### config.mk
export PLATFORM = sky130hd
export DESIGN_NAME = chop_limiter
export DESIGN_NICKNAME = d
export VERILOG_FILES = /design/src/rtl/chop_pkg.sv /design/src/rtl/chop_thr_sel.sv /design/src/rtl/chop_off_timer.sv /design/src/rtl/chop_ot_det.sv /design/src/rtl/chop_limiter.sv
export SDC_FILE = /design/constraint.sdc
export NUM_CORES = 1
export LEC_CHECK = 0
export CORE_UTILIZATION = 41
export DETAILED_ROUTE_END_ITERATION = 8
export PLACE_DENSITY = 0.81
export SLEW_MARGIN = 0
export SYNTH_ARGS = -nofsm -noshare
export SYNTH_HDL_FRONTEND = slang
export SYNTH_SLANG_ARGS = --single-unit
### constraint.sdc
create_clock -name clk_i -period 3.9 [get_ports clk_i]
set_input_delay 0.585 -clock clk_i [delete_from_list [all_inputs] [get_ports clk_i]]
set_output_delay 0.585 -clock clk_i [all_outputs]
set_load 0.01 [all_outputs]
### src/rtl/chop_pkg.sv
package chop_pkg;
  typedef enum logic {
    MODE_NOM = 1'b0,
    MODE_HOT = 1'b1
  } lim_mode_e;
endpackage

### src/rtl/chop_thr_sel.sv
module chop_thr_sel
  import chop_pkg::*;
#(
  parameter int CUR_W   = 14,
  parameter int TEMP_W  = 8,
  parameter int LIM_NOM = 5000,
  parameter int LIM_HOT = 4200,
  parameter int HOT_C   = 160,
  parameter int HYST_C  = 5
) (
  input  logic              clk_i,
  input  logic              rst_ni,
  input  logic [TEMP_W-1:0] temp_i,
  output logic [CUR_W-1:0]  thr_o
);
  localparam logic [TEMP_W-1:0] HOT_T  = TEMP_W'(HOT_C);
  localparam logic [TEMP_W-1:0] COOL_T = TEMP_W'(HOT_C - HYST_C);

  lim_mode_e mode_q;

  always_ff @(posedge clk_i or negedge rst_ni) begin
    if (!rst_ni)               mode_q <= MODE_NOM;
    else if (temp_i > HOT_T)   mode_q <= MODE_HOT;
    else if (temp_i < COOL_T)  mode_q <= MODE_NOM;
  end

  assign thr_o = (mode_q == MODE_HOT) ? CUR_W'(LIM_HOT) : CUR_W'(LIM_NOM);
endmodule

### src/rtl/chop_off_timer.sv
module chop_off_timer #(
  parameter int OFF_CYC = 16
) (
  input  logic clk_i,
  input  logic rst_ni,
  input  logic over_i,
  output logic busy_o
);
  localparam int CNT_W = $clog2(OFF_CYC + 1);

  logic [CNT_W-1:0] cnt_q;

  assign busy_o = (cnt_q != '0);

  // over_i is only looked at once the window has drained
  always_ff @(posedge clk_i or negedge rst_ni) begin
    if (!rst_ni)               cnt_q <= '0;
    else if (busy_o)           cnt_q <= cnt_q - 1'b1;
    else if (over_i)           cnt_q <= CNT_W'(OFF_CYC);
  end
endmodule

### src/rtl/chop_ot_det.sv
module chop_ot_det #(
  parameter int TEMP_W = 8,
  parameter int SHUT_C = 175
) (
  input  logic              clk_i,
  input  logic              rst_ni,
  input  logic [TEMP_W-1:0] temp_i,
  output logic              fault_o
);
  localparam logic [TEMP_W-1:0] SHUT_T = TEMP_W'(SHUT_C);

  logic above;
  logic above_q;
  logic fault_q;

  assign above = temp_i > SHUT_T;

  always_ff @(posedge clk_i or negedge rst_ni) begin
    if (!rst_ni) begin
      above_q <= 1'b0;
      fault_q <= 1'b0;
    end else begin
      above_q <= above;
      fault_q <= above & ~above_q;
    end
  end

  assign fault_o = fault_q;
endmodule

### src/rtl/chop_limiter.sv
module chop_limiter #(
  parameter int CUR_W   = 14,
  parameter int TEMP_W  = 8,
  parameter int LIM_NOM = 5000,
  parameter int LIM_HOT = 4200,
  parameter int HOT_C   = 160,
  parameter int HYST_C  = 5,
  parameter int SHUT_C  = 175,
  parameter int OFF_CYC = 16
) (
  input  logic              clk_i,
  input  logic              rst_ni,
  input  logic              pwm_i,
  input  logic [CUR_W-1:0]  cur_i,
  input  logic [TEMP_W-1:0] temp_i,
  output logic              drv_en_o,
  output logic              chop_o,
  output logic              ot_fault_o
);
  logic [CUR_W-1:0] thr;
  logic             over;
  logic             busy;

  chop_thr_sel #(
    .CUR_W(CUR_W), .TEMP_W(TEMP_W), .LIM_NOM(LIM_NOM),
    .LIM_HOT(LIM_HOT), .HOT_C(HOT_C), .HYST_C(HYST_C)
  ) u_thr (
    .clk_i(clk_i), .rst_ni(rst_ni), .temp_i(temp_i), .thr_o(thr)
  );

  assign over = cur_i > thr;

  chop_off_timer #(.OFF_CYC(OFF_CYC)) u_off (
    .clk_i(clk_i), .rst_ni(rst_ni), .over_i(over), .busy_o(busy)
  );

  chop_ot_det #(.TEMP_W(TEMP_W), .SHUT_C(SHUT_C)) u_ot (
    .clk_i(clk_i), .rst_ni(rst_ni), .temp_i(temp_i), .fault_o(ot_fault_o)
  );

  assign chop_o   = busy;
  assign drv_en_o = pwm_i & ~busy;
endmodule

# After elaboration in Yosys (flattened, before gate mapping)
# Index checks and enable logic that the tools add are counted.
[op_classes]
n_addsub = 1
magnitude_cmp = 4
mux = 5
bitwise_logic = 4
n_reduce_logical = 3
[op_table]
columns = ["cell", "count"]
rows = [
  ["$gt 8x8->1 const B", 2],
  ["$gt 14x14->1", 1],
  ["$mux 10", 1],
  ["$mux 5", 2],
  ["$lt 8x8->1 const B", 1],
  ["$reduce_bool 5->1", 1],
  ["$sub 5x1->5 const B", 1],
  ["$reduce_bool 2->1", 2],
  ["$and 1x1->1", 2],
  ["$mux 1", 2],
  ["$not 1->1", 2],
]
[word_totals]
ff_bits = 8
inputBits = 25
out_inout_bits = 3

# Logic depth before layout (Yosys ltp)
# Gate-level depths: netlist of run 1.
[logic_depth]
depth_word = 4
ltp_mapped = 7
mapped_depth_nobuf = 7

# By module
# From an unflattened synthesis of run 1, not the netlist that was laid out.
[unflattened]
hier_cells = 106
area_unflattened_um2 = 888.4
[by_module_without_submodules]
columns = ["mod", "n_inst", "cells_per_inst", "area_per_inst_um2"]
rows = [
  ["chop_limiter", 1, 52, 366.6],
  ["chop_off_timer", 1, 24, 260.2],
  ["chop_thr_sel", 1, 25, 183.9],
  ["chop_ot_det", 1, 5, 77.6],
]

# Worst setup path after synthesis of run 1
# No wires, ideal clock.
[synth_timing]
path_kind = "register -> output"
start = "register u_off.cnt_q[0]"
end = "output drv_en_o"
t_arrival_ns = 1.346
path_slack_ns = 1.969
path_stages_with_launch = 6
path_buffers = 0
path_cell_list = "dfrtp_1 -> inv_1 -> ha_1 -> or3b_4 -> nor2_8 -> and2_1"
[synth_between]
elab_chain_cells = 3
[synth_rtl]
columns = ["item", "line", "text"]
rows = [
  ["start: declaration", "chop_off_timer.sv:11", "logic [CNT_W-1:0] cnt_q;"],
  ["start signal: assignment", "chop_off_timer.sv:18", "else if (busy_o) cnt_q <= cnt_q - 1'b1;"],
  ["start signal: assignment", "chop_off_timer.sv:19", "else if (over_i) cnt_q <= CNT_W'(OFF_CYC);"],
  ["$reduce_bool 5->1", "chop_off_timer.sv:13", "assign busy_o = (cnt_q != '0);"],
  ["$not 1->1", "chop_limiter.sv:42", "assign drv_en_o = pwm_i & ~busy;"],
  ["$and 1x1->1", "chop_limiter.sv:42", ""],
  ["end: declaration", "chop_limiter.sv:16", "output logic drv_en_o,"],
]
# Every way passes these cells.

# Worst setup path in the final report of run 1
# Ends and elaborated chain as after synthesis.

==> impl_metrics.csv, run 1 <==
group,metric,value,unit
status,status,"complete, no violations",
finish,multi_input_area,338,sq um
die,fp.dieH,38.7,um
route,vias,503,
run,drv_cap,0,
critical_path,required,3.31,ns
critical_path,crit_chain,"inv_1, ha_1, or3b_4, nor2_8, and2_1, clkdlybuf4s50_1",
critical_path,critPathLaunchType,"flip-flop",
finish,num_antenna_cells,0,
sta,finalMaxSlewViolations,0,
route,wl_met1,465,um
clock_network,cts_buffers,3,
route,ant_nets,0,
sta,clock_skew,0.000211,ns
finish,drive_gt1_share,11.8,%
global_route,grt.total_usage,18.1,%
critical_path,r2r_start,"u_thr.mode_q$_DFFE_PN0P_",
critical_path,crit_path_max_incr_delay,0.53,ns
route,top_layer_used,"met3",
sta,fin_crit_sh,70.1,%
min_path,hold_start,"u_ot.above_q$_DFF_PN0_",
power,p_per_area,419,nW/um^2
finish,n_fill_cell,90,
clock_network,cts_tree,"built",
placed_design,dp_slack,1.42,ns
route,drt_iter0_drc,12,
critical_path,slowest_stage,"clkdlybuf4s50_1",
critical_path,startpoint,"u_off.cnt_q[0]$_DFFE_PN0P_",
clock_network,clkLatencyLatePin,0.24,ns
yosys,synth_area_leaders,"dfrtp_1 (36%), ha_1 (14%), nor2_8 (3.6%), nor4_1 (3.4%), xnor2_1 (3.2%)",
min_path,min_path_cells,1,
die,rows,12,
min_path,hold_path.class,"flip-flop to flip-flop",
finish,nets,118,
global_route,grt_pass1_vias,467,
sta,fin_crit,2.73,ns
global_route,grt_overflow,0,
clock_network,cts_buffer_depth,2,
global_route,antenna_found_initial,0,
route,met2_length,605,um
yosys,synth_nets,86,
yosys,yosysTopAreaCell,"dfrtp_1",
critical_path,path_class,"flip-flop to output pin",
route,drc_errors,0,
die,dieArea,1500,sq um
die,initial_core_util,46.6,%
power,leakagePower,0.365,nW
placed_design,routabilityCongestion,0.703,
clock_network,cts_root_buffer,"clkbuf_4",
yosys,syn_avg_cell_area,10.1,sq um
clock_network,cts.sinks,8,
sta,hold_ws,0.409,ns
sta,rsz0062_at_grt,"false",
sta,setup_viol_count_final,0,
critical_path,critPathTopFamily,"simple AND/OR/NAND/NOR gates",
min_path,holdPathEnd,"u_ot.fault_o$_DFF_PN0_",
critical_path,r2r_cells,6,
critical_path,crit_buf_inv,2,
die,die_width,38.7,um
sta,setup_ws,1.17,ns
yosys,syn_inst,55,
clock_network,cts_resized,0,
route,wl_met3,49,um
die,fp.coreArea,1190,sq um
clock_network,h-tree-depth,1,
critical_path,r2r_slack,2.03,ns
finish,regArea,200,sq um
critical_path,cp-end-kind,"output pin",
yosys,yosysSeqAreaShare,36.2,%
critical_path,critical_path.max_fanout,8,
yosys,ys_ff_latch,8,
yosys,synth_top_area_share,36.2,%
global_route,grt_pass1_wl,1850,um
route,wl_per_cell,11.3,um
sta,tightest_slew,0.425,ns
clock_network,cts_setup_buffers,0,
sta,final_hold_viol_count,0,
power,ir_worst_vdd,231,uV
finish,area_growth,56.1,%
critical_path,worst_ep_arrival_time,2.15,ns
global_route,grt_max_degree,9,
critical_path,reg2reg_to,"u_off.cnt_q[0]$_DFFE_PN0P_",
route,avgViaCountPerCell,5.08,
sta,tns,0,ns
sta,max_freq,366,MHz
clock_network,clk_pin_slew_worst_paths,0.05,ns
placed_design,dp_hpwl,1010,um
route,dr.pass1.iters,4,
sta,maxSlewHeadroom,71.4,%
placed_design,portBuffers,27,
die,pin_count,28,
clock_network,cts_hold_buf,0,
route,wl,1120,um
yosys,ys_warn_count,0,
yosys,syn_area,553,sq um
yosys,synth_cell_types,28,
## cell usage after synthesis, drive strengths merged
master,number
dfrtp,8
ha,6
nor2,5
inv,4
nand2,4
a21oi,3
nor4,3
o21ai,3
nand3,2
nor2b,2
xnor2,2
a2111oi,1
a221oi,1
and2,1
and3,1
and3b,1
nand2b,1
nor3,1
nor4b,1
o211ai,1
o22ai,1
o311a,1
o31ai,1
or3b,1
## kinds of logic after synthesis
| family | share of synthesized area [%] |
|---|---|
| simple gates | 26.0 |
| compound gates | 18.3 |
| flops | 36.2 |
| fa+ha+maj | 13.6 |
| buf+inv | 2.71 |
| xor+xnor | 3.17 |
## state kept, by name, summed over array words and instances (netlist names)
name	flops
u_off.cnt_q	5
u_ot.above_q	1
u_ot.fault_o	1
u_thr.mode_q	1
## cell type report
class	count	share of cell area, %
clock buffer	3	2.61
inverter	4	1.74
multi-input combinational	43	39.1
sequential	8	23.2
tap	14	2.03
timing repair buffer	27	31.3
## routing by layer
layer	GRT usage [%]	vias to the layer above
li1	-	264
met1	19.6	222
met2	34.6	17
met3	3.47	0
met4	5.17	0
met5	0	-
## worst register-to-register path: cells and delay by family (launching register included)
family,cells,cell delay (ns)
flip-flops,1,0.44
AO/OA/AOI/OAI,5,1.03
adder cells (fa/ha/maj),1,0.33
## cell usage in the layout, fill, tap and decap left out, types with 2 or more instances in the layout
cell type,instances
a21oi_1,3
nor2b_1,2
nor2_1,4
nor4_1,3
nand3_1,2
ha_1,6
clkdlybuf4s50_1,27
xnor2_1,2
nand2_1,4
inv_1,3
clkbuf_4,3
dfrtp_1,8
## metrics by stage
step	util [%]	total power, mW	instance area, sq um	instances
finish	72.8	0.361	863	99
global route	72.8	0.392	863	99
CTS	72.8	0.367	863	99
detailed placement	70.9	0.305	841	96
global placement	70.9	0.297	841	96
floorplan	-	0.246	553	55
## report_power, final
group	switching, mW	internal, mW	leakage, nW
Combinational	0.0648	0.0927	0.254
Sequential	0.0300	0.113	0.0978
Clock	0.0254	0.0350	0.0138
## how the worst max path moves through the flow
stage | cells after the start | slack, ns | end
6_report | 6 | 1.17 | drv_en_o
5_1_grt | 6 | 1.06 | drv_en_o
4_1_cts | 6 | 1.15 | drv_en_o
3_5_place_dp | 6 | 1.42 | drv_en_o
3_3_place_gp | 6 | 1.46 | drv_en_o
2_1_floorplan | 5 | 1.97 | drv_en_o
Power figures use the tool's default switching activity.
==> run 2: changes to the inputs <==
--- a/config.mk
+++ b/config.mk
@@ -5,9 +5,9 @@
 export SDC_FILE = /design/constraint.sdc
 export NUM_CORES = 1
 export LEC_CHECK = 0
-export CORE_UTILIZATION = 41
+export CORE_UTILIZATION = 34
 export DETAILED_ROUTE_END_ITERATION = 8
-export PLACE_DENSITY = 0.81
+export PLACE_DENSITY = 0.72
 export SLEW_MARGIN = 0
 export SYNTH_ARGS = -nofsm -noshare
 export SYNTH_HDL_FRONTEND = slang
==> constraint.sdc (replaced) <==
create_clock -name clk_i -period 2.3 [get_ports clk_i]
set_input_delay 0.345 -clock clk_i [delete_from_list [all_inputs] [get_ports clk_i]]
set_output_delay 0.345 -clock clk_i [all_outputs]
set_load 0.01 [all_outputs]
==> impl_metrics.csv, run 2 (synthesized netlist as in run 1, its figures left out) <==
group,metric,value,unit
status,status,"complete, no violations",
finish,stdcell_count,102,
sta,clock_skew,0.00542,ns
die,fp.dieH,42.3,um
clock_network,cts_buffers,3,
die,dieArea,1790,sq um
route,wl,1010,um
finish,fin_area,871,sq um
critical_path,cp-end-kind,"output pin",
critical_path,r2r_start,"u_thr.mode_q$_DFFE_PN0P_",
power,p_per_area,696,nW/um^2
critical_path,crit_chain,"inv_1, ha_1, or3b_4, nor2_8, and2_1, dlygate4sd2_1",
sta,tns,0,ns
die,die_width,42.3,um
clock_network,h-tree-depth,1,
global_route,antenna_found_initial,0,
finish,largest_reg_flops,5,
critical_path,critical_path.max_fanout,4,
critical_path,required,1.96,ns
global_route,grt.total_usage,13.8,%
min_path,hold_path.class,"input port to async pin",
critical_path,worst_ep_arrival_time,1.80,ns
critical_path,critPathLaunchType,"flip-flop",
sta,finalMaxSlewViolations,0,
sta,maxSlewHeadroom,71.9,%
sta,tightest_slew,0.417,ns
sta,setup_viol_count_final,0,
sta,fin_crit_sh,93.5,%
placed_design,placed_cell_area,851,sq um
power,leakagePower,0.374,nW
route,dr.pass1.iters,4,
route,drc_errors,0,
route,vias,514,
run,drv_cap,0,
route,wl_per_cell,9.90,um
critical_path,reg2reg_to,"u_off.cnt_q[0]$_DFFE_PN0P_",
sta,rsz0062_at_grt,"false",
clock_network,cts.sinks,8,
sta,max_freq,465,MHz
placed_design,portBuffers,27,
die,rows,14,
finish,area_growth,57.5,%
critical_path,r2r_slack,0.47,ns
critical_path,path_class,"flip-flop to output pin",
finish,nets,119,
critical_path,slowest_stage,"or3b_4",
critical_path,crit_buf_inv,2,
global_route,grt_pass1_vias,505,
critical_path,critPathTopFamily,"simple AND/OR/NAND/NOR gates",
power,finalPower,606,uW
die,fp.coreArea,1510,sq um
global_route,grt_overflow,0,
clock_network,cts_setup_buffers,0,
sta,final_hold_viol_count,0,
clock_network,cts_hold_buf,0,
placed_design,dpl.cell_count,99,
clock_network,clkLatencyLatePin,0.25,ns
finish,num_antenna_cells,0,
route,ant_nets,0,
die,pin_count,28,
clock_network,cts_buffer_depth,2,
finish,mostFrequentLayoutCells,"clkdlybuf4s50_1 (25), dfrtp_1 (8), ha_1 (6)",
critical_path,crit_path_max_incr_delay,0.43,ns
global_route,grt_pass1_wl,1860,um
clock_network,clk_pin_slew_worst_paths,0.05,ns
critical_path,r2r_cells,6,
clock_network,cts_tree,"built",
finish,drive_gt1_share,12.8,%
power,ir_worst_vdd,318,uV
route,avgViaCountPerCell,5.04,
clock_network,cts_resized,2,
global_route,grt_max_degree,9,
sta,fin_crit,2.15,ns
finish,final_common_cell,"clkdlybuf4s50_1",
finish,regMostFlops,"u_off.cnt_q",
route,drt_iter0_drc,1,
placed_design,routabilityCongestion,0.620,
clock_network,cts_root_buffer,"clkbuf_4",
die,initial_core_util,36.7,%
placed_design,dp_hpwl,917,um
[run 2: cell types whose count changed in the layout (fill, tap and decap cells not counted)]
cell	before	now
clkdlybuf4s50_1	27	25
dlygate4sd2_1	0	2
buf_4	0	1
[run 2: final cells by class]
cell class / count / area, sq um
Multi-Input combinational cell: 43 / 338
Timing Repair Buffer: 28 / 275
Clock buffer: 3 / 22.5
Tap cell: 16 / 20.0
Inverter: 4 / 15.0
Sequential cell: 8 / 200
Fill cell: 139 / 636
[run 2: per-layer routing]
layer,global-route usage [%],vias to the layer above,part of all wire (%)
li1,-,268,-
met1,14.0,227,39
met2,24.0,17,53
met3,5.17,2,6.0
met4,7.50,0,1.4
met5,0,-,0
[run 2: metrics by stage]
step | hold slack, ns | setup WS, ns | util (%)
finish | 0.362 | 0.150 | 57.8
global route | 0.378 | 0.0551 | 57.8
CTS | 0.365 | 0.125 | 57.8
detailed placement | 0.395 | 0.126 | 56.5
global placement | 0.389 | 0.147 | 56.5
floorplan | 0.0494 | 0.593 | -
[run 2: worst register-to-register path, stage by stage (launching register included)]
cell and delay (ns):
dfrtp_1 0.44, ha_1 0.33, a2111oi_2 0.29, o21ai_1 0.13, a221oi_2 0.35, o211ai_1 0.16
o21ai_2 0.07
[run 2: power by group]
| group | internal, mW | total, mW | switching (mW) |
|---|---|---|---|
| clock network | 0.0593 | 0.101 | 0.0417 |
| registers | 0.192 | 0.241 | 0.0488 |
| logic | 0.157 | 0.264 | 0.106 |
| total | 0.409 | 0.606 | 0.197 |
[run 2: worst max path at each step]
stage	from	endpoint	slack (ns)	depth (start not counted)
3_5_place_dp	u_off.cnt_q[0]$_DFFE_PN0P_	drv_en_o	0.13	6
4_1_cts	u_off.cnt_q[0]$_DFFE_PN0P_	drv_en_o	0.12	6
6_report	u_off.cnt_q[0]$_DFFE_PN0P_	drv_en_o	0.15	6
3_3_place_gp	u_off.cnt_q[0]$_DFFE_PN0P_	drv_en_o	0.15	6
2_1_floorplan	u_thr.mode_q$_DFFE_PN0P_	u_off.cnt_q[0]$_DFFE_PN0P_	0.59	6
5_1_grt	u_off.cnt_q[0]$_DFFE_PN0P_	drv_en_o	0.06	6
==> run 3: changes to the inputs <==
--- a/config.mk
+++ b/config.mk
@@ -8,7 +8,6 @@
 export CORE_UTILIZATION = 34
 export DETAILED_ROUTE_END_ITERATION = 8
 export PLACE_DENSITY = 0.72
-export SLEW_MARGIN = 0
 export SYNTH_ARGS = -nofsm -noshare
 export SYNTH_HDL_FRONTEND = slang
 export SYNTH_SLANG_ARGS = --single-unit
==> results of run 3 <==
Final layout, timing and power as in run 2 (identical DEF).
